## src/rtl/spi_rd_pkg.sv

```systemverilog
package spi_rd_pkg;
  localparam logic [7:0] OP_READ    = 8'h03;
  localparam logic [7:0] OP_FAST    = 8'h0B;
  localparam logic [7:0] OP_STAT_A  = 8'h05;
  localparam logic [7:0] OP_STAT_B  = 8'h35;
  localparam logic [7:0] OP_JID     = 8'h9F;
  localparam logic [7:0] OP_LID_A   = 8'h90;
  localparam logic [7:0] OP_LID_B   = 8'hAB;

  typedef enum logic [2:0] {SRC_MEM, SRC_ST_A, SRC_ST_B, SRC_JID, SRC_LID} src_e;
  typedef enum logic [2:0] {PH_CMD, PH_ADDR, PH_DUMMY, PH_DATA, PH_SKIP} phase_e;

  typedef struct packed {
    logic valid;
    logic has_addr;
    logic fast;
    src_e src;
  } op_info_t;

  function automatic op_info_t op_decode(input logic [7:0] op);
    op_info_t r;
    r.valid = 1'b1;
    r.has_addr = 1'b0;
    r.fast = 1'b0;
    r.src = SRC_MEM;
    case (op)
      OP_READ:            r.has_addr = 1'b1;
      OP_FAST:            begin r.has_addr = 1'b1; r.fast = 1'b1; end
      OP_STAT_A:          r.src = SRC_ST_A;
      OP_STAT_B:          r.src = SRC_ST_B;
      OP_JID:             r.src = SRC_JID;
      OP_LID_A, OP_LID_B: begin r.has_addr = 1'b1; r.src = SRC_LID; end
      default:            r.valid = 1'b0;
    endcase
    return r;
  endfunction
endpackage

```

## src/rtl/spi_rd_sync.sv

```systemverilog
module spi_rd_sync #(
  parameter int   STAGES = 2,
  parameter logic INIT   = 1'b0
) (
  input  logic clk,
  input  logic rst,
  input  logic din,
  output logic dout
);
  logic [STAGES-1:0] chain;

  always_ff @(posedge clk) begin
    if (rst) chain <= {STAGES{INIT}};
    else     chain <= {chain[STAGES-2:0], din};
  end

  assign dout = chain[STAGES-1];
endmodule

```

## src/rtl/spi_rd_edge.sv

```systemverilog
module spi_rd_edge (
  input  logic clk,
  input  logic rst,
  input  logic lvl,
  output logic rise,
  output logic fall
);
  logic prev;

  always_ff @(posedge clk) begin
    if (rst) prev <= 1'b0;
    else     prev <= lvl;
  end

  assign rise = lvl & ~prev;
  assign fall = ~lvl & prev;
endmodule

```

## src/rtl/spi_rd_tx.sv

```systemverilog
module spi_rd_tx #(
  parameter int BYTE_W = 8
) (
  input  logic              clk,
  input  logic              rst,
  input  logic              cs_act,
  input  logic              data_en,
  input  logic              sck_fall,
  input  logic [BYTE_W-1:0] load_byte,
  output logic              so,
  output logic              so_oe,
  output logic              take
);
  localparam int CNT_W = $clog2(BYTE_W);

  logic [CNT_W-1:0]  bitc;
  logic [BYTE_W-1:0] sh;

  always_ff @(posedge clk) begin
    if (rst || !cs_act) begin
      bitc  <= '0;
      sh    <= '0;
      so    <= 1'b0;
      so_oe <= 1'b0;
      take  <= 1'b0;
    end else begin
      take <= 1'b0;
      if (data_en && sck_fall) begin
        so_oe <= 1'b1;
        bitc  <= bitc + 1'b1;
        if (bitc == '0) begin
          so   <= load_byte[BYTE_W-1];
          sh   <= {load_byte[BYTE_W-2:0], 1'b0};
          take <= 1'b1;
        end else begin
          so <= sh[BYTE_W-1];
          sh <= {sh[BYTE_W-2:0], 1'b0};
        end
      end
    end
  end
endmodule

```

## src/rtl/spi_rd_ctrl.sv

```systemverilog
module spi_rd_ctrl
  import spi_rd_pkg::*;
#(
  parameter int         ADDR_W = 18,
  parameter logic [7:0] ID0    = 8'hBF,
  parameter logic [7:0] ID1    = 8'h25,
  parameter logic [7:0] ID2    = 8'h8C
) (
  input  logic              clk,
  input  logic              rst,
  input  logic              cs_act,
  input  logic              sck_rise,
  input  logic              si_bit,
  input  logic              take,
  input  logic [7:0]        mem_rdata,
  input  logic [7:0]        stat_a,
  input  logic [7:0]        stat_b,
  output logic              data_en,
  output logic              mem_rd,
  output logic [ADDR_W-1:0] mem_addr,
  output logic [7:0]        nxt_byte
);
  localparam int               HDR_ADDR_BITS = 24;
  localparam logic [4:0]       LAST_BYTE_BIT = 5'd7;
  localparam logic [4:0]       LAST_ADDR_BIT = 5'(HDR_ADDR_BITS - 1);
  localparam logic [ADDR_W-1:0] ADDR_ONE     = ADDR_W'(1);

  phase_e            ph;
  src_e              src;
  logic              fast;
  logic [4:0]        cnt;
  logic [6:0]        op_sh;
  logic [ADDR_W-1:0] ptr;
  logic [1:0]        idx;
  logic              kick;
  logic              rd_q;
  op_info_t          dec;
  logic [7:0]        id_sel;

  always_comb dec = op_decode({op_sh, si_bit});

  always_comb begin
    if (src == SRC_LID) id_sel = idx[0] ? ID2 : ID0;
    else begin
      case (idx)
        2'd0:    id_sel = ID0;
        2'd1:    id_sel = ID1;
        default: id_sel = ID2;
      endcase
    end
  end

  assign data_en = (ph == PH_DATA);

  always_ff @(posedge clk) begin
    if (rst || !cs_act) begin
      ph     <= PH_CMD;
      src    <= SRC_MEM;
      fast   <= 1'b0;
      cnt    <= '0;
      op_sh  <= '0;
      ptr    <= '0;
      idx    <= '0;
      kick   <= 1'b0;
      rd_q   <= 1'b0;
      mem_rd <= 1'b0;
    end else begin
      kick   <= 1'b0;
      mem_rd <= 1'b0;
      rd_q   <= mem_rd;
      if (sck_rise) begin
        case (ph)
          PH_CMD: begin
            op_sh <= {op_sh[5:0], si_bit};
            cnt   <= cnt + 1'b1;
            if (cnt == LAST_BYTE_BIT) begin
              cnt  <= '0;
              src  <= dec.src;
              fast <= dec.fast;
              idx  <= '0;
              if (!dec.valid)       ph <= PH_SKIP;
              else if (dec.has_addr) ph <= PH_ADDR;
              else begin
                ph   <= PH_DATA;
                kick <= 1'b1;
              end
            end
          end
          PH_ADDR: begin
            ptr <= {ptr[ADDR_W-2:0], si_bit};
            cnt <= cnt + 1'b1;
            if (cnt == LAST_ADDR_BIT) begin
              cnt <= '0;
              idx <= {1'b0, si_bit};
              if (fast) ph <= PH_DUMMY;
              else begin
                ph   <= PH_DATA;
                kick <= 1'b1;
              end
            end
          end
          PH_DUMMY: begin
            cnt <= cnt + 1'b1;
            if (cnt == LAST_BYTE_BIT) begin
              cnt  <= '0;
              ph   <= PH_DATA;
              kick <= 1'b1;
            end
          end
          default: ;
        endcase
      end
      if (take) begin
        kick <= 1'b1;
        ptr  <= ptr + ADDR_ONE;
        if (src == SRC_LID) idx <= {1'b0, ~idx[0]};
        else                idx <= (idx == 2'd2) ? 2'd0 : idx + 2'd1;
      end
      if (kick && src == SRC_MEM) mem_rd <= 1'b1;
    end
  end

  always_ff @(posedge clk) begin
    if (rst) begin
      mem_addr <= '0;
      nxt_byte <= '0;
    end else begin
      if (cs_act && kick && src == SRC_MEM) mem_addr <= ptr;
      case (src)
        SRC_ST_A: nxt_byte <= stat_a;
        SRC_ST_B: nxt_byte <= stat_b;
        SRC_JID, SRC_LID: if (kick) nxt_byte <= id_sel;
        default:  if (rd_q) nxt_byte <= mem_rdata;
      endcase
    end
  end
endmodule

```

## src/rtl/spi_rd_engine.sv

```systemverilog
module spi_rd_engine #(
  parameter int ADDR_W      = 18,
  parameter int SYNC_STAGES = 2
) (
  input  logic              clk,
  input  logic              rst,
  input  logic              spi_sck,
  input  logic              spi_cs_n,
  input  logic              spi_si,
  output logic              spi_so,
  output logic              spi_so_oe,
  output logic              mem_rd,
  output logic [ADDR_W-1:0] mem_addr,
  input  logic [7:0]        mem_rdata,
  input  logic [7:0]        stat_a,
  input  logic [7:0]        stat_b
);
  logic sck_lvl, cs_lvl, si_lvl;
  logic sck_rise, sck_fall;
  logic cs_act, data_en, take;
  logic [7:0] nxt_byte;

  spi_rd_sync #(.STAGES(SYNC_STAGES), .INIT(1'b0)) u_sck_sync (
    .clk(clk), .rst(rst), .din(spi_sck), .dout(sck_lvl));
  spi_rd_sync #(.STAGES(SYNC_STAGES), .INIT(1'b1)) u_cs_sync (
    .clk(clk), .rst(rst), .din(spi_cs_n), .dout(cs_lvl));
  spi_rd_sync #(.STAGES(SYNC_STAGES), .INIT(1'b0)) u_si_sync (
    .clk(clk), .rst(rst), .din(spi_si), .dout(si_lvl));

  spi_rd_edge u_sck_edge (
    .clk(clk), .rst(rst), .lvl(sck_lvl), .rise(sck_rise), .fall(sck_fall));

  assign cs_act = ~cs_lvl;

  spi_rd_ctrl #(.ADDR_W(ADDR_W)) u_ctrl (
    .clk(clk), .rst(rst), .cs_act(cs_act), .sck_rise(sck_rise),
    .si_bit(si_lvl), .take(take), .mem_rdata(mem_rdata),
    .stat_a(stat_a), .stat_b(stat_b), .data_en(data_en),
    .mem_rd(mem_rd), .mem_addr(mem_addr), .nxt_byte(nxt_byte));

  spi_rd_tx #(.BYTE_W(8)) u_tx (
    .clk(clk), .rst(rst), .cs_act(cs_act), .data_en(data_en),
    .sck_fall(sck_fall), .load_byte(nxt_byte), .so(spi_so),
    .so_oe(spi_so_oe), .take(take));
endmodule

```

## config.mk

```make
export PLATFORM = sky130hd
export DESIGN_NAME = spi_rd_engine
export DESIGN_NICKNAME = d
export VERILOG_FILES = /design/src/rtl/spi_rd_pkg.sv /design/src/rtl/spi_rd_sync.sv /design/src/rtl/spi_rd_edge.sv /design/src/rtl/spi_rd_tx.sv /design/src/rtl/spi_rd_ctrl.sv /design/src/rtl/spi_rd_engine.sv
export SDC_FILE = /design/constraint.sdc
export NUM_CORES = 1
export LEC_CHECK = 0
export BUFFER_PORTS_ARGS = -buffer_cell sky130_fd_sc_hd__buf_4
export CORE_MARGIN = 1
export CORE_UTILIZATION = 30
export CTS_CLUSTER_SIZE = 20
export DETAILED_ROUTE_END_ITERATION = 10
export PLACE_DENSITY = 0.44
export SYNTH_ARGS = -nofsm -noshare
export SYNTH_HDL_FRONTEND = slang
export SYNTH_SLANG_ARGS = --single-unit
```

## constraint.sdc

```tcl
create_clock -name clk -period 2.6 [get_ports clk]
set_clock_uncertainty 0.15 [all_clocks]
set_input_delay 0.39 -clock clk [delete_from_list [all_inputs] [get_ports clk]]
set_output_delay 0.39 -clock clk [all_outputs]
set_load 0.05 [all_outputs]
```

==> qor.txt, run 1 <==
Tcrit/Tclk final -> 0.8633
Slowest cell on the critical path -> a2111oi_0
Inserted Clock Buffers -> 9
GR peak layer -> met2
Flop2flop setup slack -> 360 ps
DRC -> 0
Worst setup path start -> u_ctrl.cnt[0]$_SDFFE_PP0P_
Met1 usage -> 0.2020
Grt ovf -> 0
Area Growth Syn to Fin -> 18.93%
Routing usage on met2 -> 0.2583
PwrDens -> 547.6 nW/µm²
RR Startpoint -> u_ctrl.cnt[0]$_SDFFE_PP0P_
Distinct cell type count after synthesis -> 64
Synth Cell Area -> 4436 µm²
Slew headroom -> 0.4831
Hold buffers post-CTS -> 0
Synth Warn # -> 0
CP Capture Point -> u_ctrl.ph[0]$_SDFFE_PP0P_
Vias after detailed routing -> 3910
Multi-input logic area -> 2460 µm²
Layout cell share with drive strength beyond 1 -> 0.1753
Final Hold Fails -> 0
Post-CTS Setup Inserts -> 0
CP Capture Type -> flop
Core area -> 14480 µm²
CTS tree -> yes
Num Clock Sinks -> 88
Arr. time, crit path -> 2370 ps
Die X -> 123.6 µm
Fin util -> 0.3643
Sum Neg Setup Slack -> 0 ps
Initial antenna violation count -> 0
Syn Nets -> 561
Rows -> 44
EDFF count, synth -> 0
Wire per inst -> 15.38 µm
Leakage power -> 1.764 nW
Total GRT Usage -> 0.1595
Slew Limit Fails -> 0
Worst-path clk slew -> 60 ps
First-pass GRT wire length -> 18.69 mm
Ys async rst share -> 0
Max Clk Rate -> 445.5 MHz
Reg2Reg Depth -> 5
Largest net degree at the start of global routing -> 48
Die height -> 123.6 µm
Worst stage delay on the critical path -> 540 ps
Final WS setup -> 355.3 ps
Max VDD drop -> 438.9 µV
Cells after Synth -> 528
Starting density of the core -> 0.3063
Final min period -> 2245 ps
Maximum root-to-sink buffer count -> 2
Cell area after layout -> 5275 µm²
Root buffer cell -> clkbuf_16
Fillers -> 1508
Iteration-0 DRC Markers -> 280
Most common cell after layout, fill and taps aside -> dfxtp_1
Ports -> 50
Seq/Total Area, Yosys -> 0.3972
Dpl ws -> 355.3 ps
M3 GR Usage -> 0.04258
Routed WL -> 11.43 mm
Worst Path Required -> 2730 ps
Mean post-synth cell area -> 8.401 µm²
Total of max-cap violations -> 0
Commonest cells after routing, fill and taps aside -> 88 x dfxtp_1, 60 x nand2_1, 56 x buf_4, 44 x a21oi_1, 39 x nor2_1
Flops & latches, synth -> 88
DRT antenna net count -> 0
Fin nets -> 587
Main synth FF type -> dfxtp_1
RSZ-0062 raised after global routing -> no
Hold Crit Class -> primary input to flop
Vias in the first global route -> 3741
Final number of setup-violating endpoints -> 0
Largest fanout on the critical path -> 5
IO Port Bufs -> 49
# diodes -> 0
Routability Congestion -> 0.8502
Vias/cell -> 5.262
CP startpoint kind -> flop
Die footprint -> 15280 µm²
Worst R2R End -> u_ctrl.ph[0]$_SDFFE_PP0P_
Crit path kind -> flop to flop
Drt first pass iters -> 4
Dpl hpwl -> 7.929 mm
Post-CTS resize count -> 0
Slew @ Worst Pin -> 774.3 ps
Clk_lat worst skew -> 350 ps
Cells along the critical path -> ha_1 > or4bb_1 > a2111oi_0 > o311ai_0 > o211ai_1
H-tree depth -> 3
Sequential standard cell area -> 1762 µm²
DP Area -> 4946 µm²
Outcome -> finished clean
[registers in the layout (all words and copies together), names as in the netlist, 2 cells and up]
signal and flops:
u_sck_sync.chain 2, u_ctrl.cnt 5, u_ctrl.mem_addr 18, u_tx.bitc 3, u_ctrl.ph 3, u_ctrl.nxt_byte 8
u_tx.sh 7, u_ctrl.idx 2, u_ctrl.op_sh 7, u_ctrl.src 3, u_si_sync.chain 2, u_ctrl.ptr 18
u_cs_sync.chain 2
[per-layer routing]
layer | wire, µm | share of wire
met2 | 5387 | 0.47
met3 | 432 | 0.038
met1 | 5399 | 0.47
met5 | 0 | 0
met4 | 208 | 0.018
[stage by stage]
stage	total power, mW	hold WS [ps]	instances
3_3_place_gp	1.477	247.0	727
4_1_cts	2.948	57.97	743
2_1_floorplan	1.428	239.5	528
6_report	2.889	76.00	743
3_5_place_dp	1.478	255.7	727
5_1_grt	3.001	63.15	743
[critical path: cells and delay by family (launching register included)]
family          cells  cell delay (ps)
flops               1              380
fa+ha+maj           1              240
compound gates      3              930
simple gates        1              480
[how the worst min path moves through the flow]
stage / from / endpoint / cells past startpoint
floorplan: u_cs_sync.chain[0]$_SDFF_PP1_ / u_cs_sync.chain[1]$_SDFF_PP1_ / 1
global placement: u_cs_sync.chain[0]$_SDFF_PP1_ / u_cs_sync.chain[1]$_SDFF_PP1_ / 1
detailed placement: u_cs_sync.chain[0]$_SDFF_PP1_ / u_cs_sync.chain[1]$_SDFF_PP1_ / 1
CTS: spi_cs_n / u_cs_sync.chain[0]$_SDFF_PP1_ / 2
global route: spi_cs_n / u_cs_sync.chain[0]$_SDFF_PP1_ / 2
finish: spi_cs_n / u_cs_sync.chain[0]$_SDFF_PP1_ / 2
[cell usage after synthesis (7+ instances only)]
| library cell | n | area [µm²] |
|---|---|---|
| a21oi_1 | 44 | 220.2 |
| clkbuf_1 | 30 | 112.6 |
| nand4_1 | 11 | 68.82 |
| mux2_2 | 7 | 78.83 |
| mux2i_1 | 20 | 200.2 |
| nor3_1 | 15 | 75.07 |
| nand3_1 | 12 | 60.06 |
| a211oi_1 | 22 | 165.2 |
| dfxtp_1 | 88 | 1762 |
| o21ai_0 | 21 | 105.1 |
| nor2_1 | 39 | 146.4 |
| nor2b_1 | 10 | 62.56 |
| nand2_1 | 60 | 225.2 |
| a31oi_1 | 7 | 43.79 |
| inv_1 | 9 | 33.78 |
| nand2b_1 | 7 | 43.79 |
[logic make-up after synthesis]
| logic type | share of synthesized area |
|---|---|
| flip-flops | 0.3972 |
| adder cells (fa/ha/maj) | 0.01128 |
| AND/OR/NAND/NOR | 0.2629 |
| buffers and inverters | 0.04936 |
| multiplexers | 0.06291 |
| AO/OA/AOI/OAI | 0.2025 |
| XOR/XNOR | 0.01382 |
[area by class of cell]
| class | count | area share |
|---|---|---|
| Tap cell | 184 | 0.04364 |
| Inverter | 9 | 0.006404 |
| Sequential cell | 88 | 0.3340 |
| Multi-Input combinational cell | 388 | 0.4663 |
| Clock inverter | 6 | 0.01708 |
| Timing Repair Buffer | 58 | 0.08729 |
| Clock buffer | 10 | 0.04530 |
[report_power, final]
group | switching [mW] | internal [mW] | leakage (nW)
Sequential | 0.00438 | 1.35 | 0.710
Combinational | 0.0404 | 0.0481 | 0.895
Clock | 0.570 | 0.874 | 0.159
Power figures use the tool's default switching activity.
==> inputs of run 2 (changes only) <==
- ABC_AREA: default -> 1
- PLACE_DENSITY: 0.44 -> 0.45
==> qor.txt, run 2 <==
Highest Signal Layer -> met4
Slew headroom -> 0.5582 (+0.07514)
Die height -> 120.5 µm (-2.5%)
Ports -> 50 (unchanged)
Wire per inst -> 13.20 µm (-14%)
Cell area after layout -> 5049 µm² (-4.3%)
Maximum root-to-sink buffer count -> 2 (unchanged)
Routability Congestion -> 0.7982 (-6.1%)
Leakage power -> 1.937 nW (+9.8%)
Initial antenna violation count -> 0 (unchanged)
RSZ-0062 raised after global routing -> no
DRC -> 0 (unchanged)
Total of max-cap violations -> 0 (unchanged)
Synth Warn # -> 0 (unchanged)
Cells after Synth -> 595 (+13%)
Largest fanout on the critical path -> 5 (unchanged)
Fillers -> 1469 (-2.6%)
Core area -> 13450 µm² (-7.1%)
Final Hold Fails -> 0 (unchanged)
Flops & latches, synth -> 88 (unchanged)
Worst Path Required -> 2720 ps (about the same)
Distinct cell type count after synthesis -> 35 (-45%)
Final Non-Filler Cells -> 823 (+11%)
Grt ovf -> 0 (unchanged)
First-pass GRT wire length -> 18.14 mm (-3.0%)
DP Area -> 4761 µm² (-3.7%)
Largest regs -> u_ctrl.mem_addr: 18 flops, u_ctrl.ptr: 18 flops, u_ctrl.nxt_byte: 8 flops
Dpl hpwl -> 8.173 mm (+3.1%)
Final number of setup-violating endpoints -> 0 (unchanged)
Post-CTS Setup Inserts -> 0 (unchanged)
Mean post-synth cell area -> 7.085 µm² (-16%)
DRT antenna net count -> 0 (unchanged)
Post-synth top cells -> 130 x nand2_1, 88 x dfxtp_1, 59 x inv_1
Routed wl met2 -> 4.681 mm (-13%)
Inserted Clock Buffers -> 9 (unchanged)
CP Capture Type -> flop
Vias/cell -> 4.755 (-9.7%)
Synth Cell Area -> 4215 µm² (-5.0%)
Hold Crit Class -> primary input to flop
Outcome -> finished clean
Area Growth Syn to Fin -> 19.77%
Max Clk Rate -> 555.9 MHz (+25%)
Main synth FF type -> dfxtp_1
Total GRT Usage -> 0.1589 (-0.0005508)
CP startpoint kind -> flop
PwrDens -> 534.8 nW/µm² (-2.3%)
Rows -> 42 (-4.5%)
Placed cell count -> 808 (+11%)
CTS tree -> yes
Clk_lat worst skew -> 340 ps (about the same)
Metal1 wirelength -> 5.672 mm (+5.1%)
Drt first pass iters -> 6 (+2)
Arr. time, crit path -> 1920 ps (-450 ps)
Top cell type's share of synthesized area -> 0.4179 (+0.02075)
Largest net degree at the start of global routing -> 35 (-27%)
Most frequent cell after synthesis -> nand2_1
Routed WL -> 10.86 mm (-4.9%)
Area leader, netlist -> dfxtp_1
Die footprint -> 14530 µm² (-4.9%)
Hold buffers post-CTS -> 0 (unchanged)
Top area cells in the synthesized netlist -> dfxtp_1 42%, nand2_1 12%, a21oi_1 6.9%
Vias after detailed routing -> 3913 (+0.077%)
IO Port Bufs -> 49 (unchanged)
Layout cell share with drive strength beyond 1 -> 0.1716 (-0.003752)
Slew @ Worst Pin -> 662.0 ps (-112.4 ps)
Fin nets -> 676 (+15%)
Max VDD drop -> 318.1 µV (-28%)
Post-CTS resize count -> 0 (unchanged)
Slew Limit Fails -> 0 (unchanged)
Vias in the first global route -> 3698 (-1.1%)
# diodes -> 0 (unchanged)
Worst-path clk slew -> 60 ps (about the same)
Starting density of the core -> 0.3133 (+0.006994)
Die X -> 120.5 µm (-2.5%)
Most common cell after layout, fill and taps aside -> nand2_1
Root buffer cell -> clkbuf_16
Iteration-0 DRC Markers -> 195 (-30%)
Sum Neg Setup Slack -> 0 ps (unchanged)
Num Clock Sinks -> 88 (unchanged)
Final min period -> 1799 ps (-445.9 ps)
Crit path kind -> flop to flop
WL met3 -> 431 µm (-0.23%)
Commonest cells after routing, fill and taps aside -> 130 x nand2_1, 88 x dfxtp_1, 59 x inv_1, 58 x a21oi_1, 56 x o21ai_0
H-tree depth -> 3 (unchanged)
Seq/Total Area, Yosys -> 0.4179 (+0.02075)
Ys async rst share -> 0 (unchanged)
EDFF count, synth -> 0 (unchanged)
Tcrit/Tclk final -> 0.6918 (-0.1715)
Syn Nets -> 628 (+12%)
## run 2: report_power, final
part           total [mW]  leakage (nW)  switching (mW)  internal (mW)
combinational      0.0695          1.08          0.0339         0.0356
sequential           1.36         0.710         0.00403           1.35
clock                1.27         0.145           0.512          0.761
total                2.70          1.94           0.550           2.15
## run 2: path summary, 6_finish.rpt
path         slack, ps  cells past startpoint                          start                             to
min                100                      2                       spi_cs_n  u_cs_sync.chain[0]$_SDFF_PP1_
min reg2reg        260                      2  u_si_sync.chain[0]$_SDFF_PP0_  u_si_sync.chain[1]$_SDFF_PP0_
max                800                      9     u_ctrl.ptr[1]$_SDFFE_PP0P_    u_ctrl.ptr[10]$_SDFFE_PP0P_
max reg2reg        800                      9     u_ctrl.ptr[1]$_SDFFE_PP0P_    u_ctrl.ptr[10]$_SDFFE_PP0P_
## run 2: kinds of logic (layout without fill, tap and decap cells)
kind of cell / after synthesis / after routing / synth area share
AND/OR/NAND/NOR: 262 / 262 / 0.2861
AO/OA/AOI/OAI: 152 / 152 / 0.1938
flip-flops: 88 / 88 / 0.4179
buffers and inverters: 84 / 136 / 0.07984
XOR/XNOR: 5 / 5 / 0.01039
adder cells (fa/ha/maj): 4 / 4 / 0.01187
## run 2: layout make-up
cell class,count,area (µm²),area share
flip-flops and latches,88,1762,0.3489
inverters,68,261.5,0.05180
clock inverters,4,45.04,0.008922
well taps,176,220.2,0.04362
multi-input cells,423,2120,0.4198
clock buffers,11,242.7,0.04808
repair buffers,53,397.9,0.07881
## run 2: metal layers
| metal | track usage | vias up |
|---|---|---|
| li1 | - | 2059 |
| met1 | 0.2208 | 1786 |
| met2 | 0.2410 | 62 |
| met3 | 0.02642 | 6 |
| met4 | 0.06944 | 0 |
| met5 | 0 | - |
## run 2: stage by stage
stage / setup WS (ps) / util / hold WS (ps) / total power [mW]
after floorplan: 1086 / - / 238.3 / 1.416
after global placement: 864.4 / 0.3539 / 252.0 / 1.457
after detailed placement: 829.7 / 0.3539 / 250.0 / 1.458
after CTS: 812.5 / 0.3753 / 82.10 / 2.744
after global routing: 575.4 / 0.3753 / 79.41 / 2.814
final: 801.2 / 0.3753 / 96.49 / 2.700
## run 2: critical path, cell delays in order, from the launching register on
cell,delay (ps)
dfxtp_1,430
ha_1,210
nand2_1,80
nor2_1,90
nand2_1,140
nor2_1,250
nand2_1,100
o21ai_1,80
o21ai_1,80
a21oi_1,120
==> inputs of run 3 (changes only) <==
- ABC_AREA: 1 -> 0
- PLACE_DENSITY: 0.45 -> 0.46
- clock period: 2.6 -> 1.5 ns (I/O delays scaled with it)
==> qor.txt, run 3 (synthesized netlist as in run 1, its figures left out) <==
Dpl ws -> -594.7 ps (-1424 ps)
Largest regs -> u_ctrl.mem_addr: 18 flops, u_ctrl.ptr: 18 flops, u_ctrl.nxt_byte: 8 flops
Iteration-0 DRC Markers -> 238 (+22%)
WHS Path Cells -> 3 (+1)
Vias in the first global route -> 4269 (+15%)
CP Capture Type -> flop
Die X -> 123.6 µm (+2.5%)
Worst-path clk slew -> 70 ps (about the same)
Slew headroom -> 0.6341 (+0.07585)
IO Port Bufs -> 49 (unchanged)
Crit path kind -> flop to flop
Outcome -> complete, but fails checks
Final number of setup-violating endpoints -> 79 (+79)
Vias after detailed routing -> 4396 (+12%)
Final Non-Filler Cells -> 864 (+5.0%)
Routed WL -> 13.11 mm (+21%)
Starting density of the core -> 0.3063 (-0.006994)
Most common cell after layout, fill and taps aside -> buf_4
# diodes -> 0 (unchanged)
Total GRT Usage -> 0.1771 (+0.01819)
Int Pwr -> 3.613 mW (+68%)
Drt first pass iters -> 5 (-1)
Arr. time, crit path -> 2110 ps (+190 ps)
Die height -> 123.6 µm (+2.5%)
Initial antenna violation count -> 0 (unchanged)
Inserted Clock Buffers -> 9 (unchanged)
Power share of the sequential group -> 0.506 (+0.003)
Worst Path Required -> 1630 ps (-1090 ps)
Cell area after layout -> 6759 µm² (+34%)
CP startpoint kind -> flop
Largest net degree at the start of global routing -> 48 (+37%)
Clk_lat worst skew -> 350 ps (about the same)
Maximum root-to-sink buffer count -> 2 (unchanged)
DP Area -> 5913 µm² (+24%)
Placed cell count -> 829 (+2.6%)
Comb pwr share -> 0.046 (+0.020)
Layout cell share with drive strength beyond 1 -> 0.4118 (+0.2402)
Violated checks -> setup timing
NetSw -> 1.028 mW (+87%)
Num Clock Sinks -> 88 (unchanged)
Rows -> 44 (+4.8%)
Ports -> 50 (unchanged)
RSZ-0062 raised after global routing -> yes
Tcrit/Tclk final -> 1.323 (+0.6310)
CTS tree -> yes
DRC -> 0 (unchanged)
Largest fanout on the critical path -> 5 (unchanged)
Fillers -> 1397 (-4.9%)
Commonest cells after routing, fill and taps aside -> 150 x buf_4, 77 x dfxtp_1, 57 x nand2_1, 39 x a21oi_1, 32 x nor2_1
Clock group share of total power -> 0.448 (-0.023)
PwrDens -> 686.7 nW/µm² (+28%)
Slew @ Worst Pin -> 548.9 ps (-113.0 ps)
Dpl hpwl -> 8.946 mm (+9.5%)
Slew Limit Fails -> 0 (unchanged)
Core area -> 14480 µm² (+7.6%)
Routability Congestion -> 0.8580 (+7.5%)
Total of max-cap violations -> 0 (unchanged)
Max Clk Rate -> 504.0 MHz (-9.3%)
Final WS setup -> -484.2 ps (-1285 ps)
DRT antenna net count -> 0 (unchanged)
Wire per inst -> 15.17 µm (+15%)
Final Hold Fails -> 0 (unchanged)
Final min period -> 1984 ps (+185.4 ps)
First-pass GRT wire length -> 20.96 mm (+16%)
Vias/cell -> 5.088 (+7.0%)
Hold slack -> 170.5 ps (+74.01 ps)
Switching share of power -> 0.2215 (+0.01772)
Root buffer cell -> clkbuf_16
Sum Neg Setup Slack -> -15100 ps (-15100 ps)
Max VDD drop -> 640.9 µV (+100%)
Hold Crit Class -> primary input to flop
Reg2Reg Depth -> 5 (-4)
Leakage power -> 2.527 nW (+30%)
Fin nets -> 710 (+5.0%)
Die footprint -> 15280 µm² (+5.1%)
H-tree depth -> 3 (unchanged)
Area Growth Syn to Fin -> 52.38%
Grt ovf -> 0 (unchanged)
[run 3: changes by cell type in the layout (fill, tap and decap cells not counted), moves of 21 or more]
| cell | before | now |
|---|---|---|
| a211oi_1 | 0 | 21 |
| buf_4 | 53 | 150 |
| inv_1 | 59 | 9 |
| nand2_1 | 130 | 57 |
| nand3_1 | 33 | 7 |
| nor2_1 | 54 | 32 |
| o21ai_0 | 56 | 14 |
[run 3: worst paths after layout]
path,startpoint,to,slack [ps]
max,u_ctrl.cnt[1]$_SDFFE_PP0P_,u_ctrl.src[2]$_SDFFE_PP0P_,-480
min,rst,u_sck_edge.prev$_SDFF_PP0_,170
max reg2reg,u_ctrl.cnt[1]$_SDFFE_PP0P_,u_ctrl.src[2]$_SDFFE_PP0P_,-480
min reg2reg,u_cs_sync.chain[0]$_SDFF_PP1_,u_cs_sync.chain[1]$_SDFF_PP1_,260
[run 3: critical path, cell delays in order (launching register included)]
cell	delay, ps
dfxtp_2	350
ha_4	130
or4bb_4	460
or4_4	490
nand4b_4	200
a21oi_2	120
[run 3: area by class of cell]
type	instances	area [µm²]	share of cell area
multi-input cells	388	2843	0.4206
well taps	184	230.2	0.03406
inverters	9	33.78	0.004998
flip-flops and latches	88	1778	0.2631
repair buffers	181	1612	0.2384
clock buffers	11	242.7	0.03591
clock inverters	3	20.02	0.002962
[run 3: stage by stage]
stage | power (mW) | util
finish | 4.641 | 0.4668
floorplan | 2.485 | -
CTS | 4.721 | 0.4536
global placement | 2.582 | 0.4084
global route | 4.826 | 0.4668
detailed placement | 2.584 | 0.4084
[run 3: power groups by stage]
stage	registers (mW)	clock network, mW	logic [mW]
after floorplan	2.40	0	0.0833
after global placement	2.40	0	0.181
after detailed placement	2.40	0	0.183
after CTS	2.35	2.17	0.205
after global routing	2.35	2.25	0.232
final	2.35	2.08	0.215
[run 3: timing repair]
action	4_1_cts	5_1_grt
pin swaps	26	26
endpoints found under the hold margin	3	0
gates resized for setup	60	34
cloned	3	1
hold buffers	3	0
buffers inserted	10	8
setup endpoints to repair	79	80
[run 3: routing by layer]
layer,up-vias,wire [µm],track usage
li1,2243,-,-
met1,2079,5918,0.2107
met2,57,6631,0.3142
met3,17,354,0.03846
met4,0,206,0.05648
met5,-,0,0
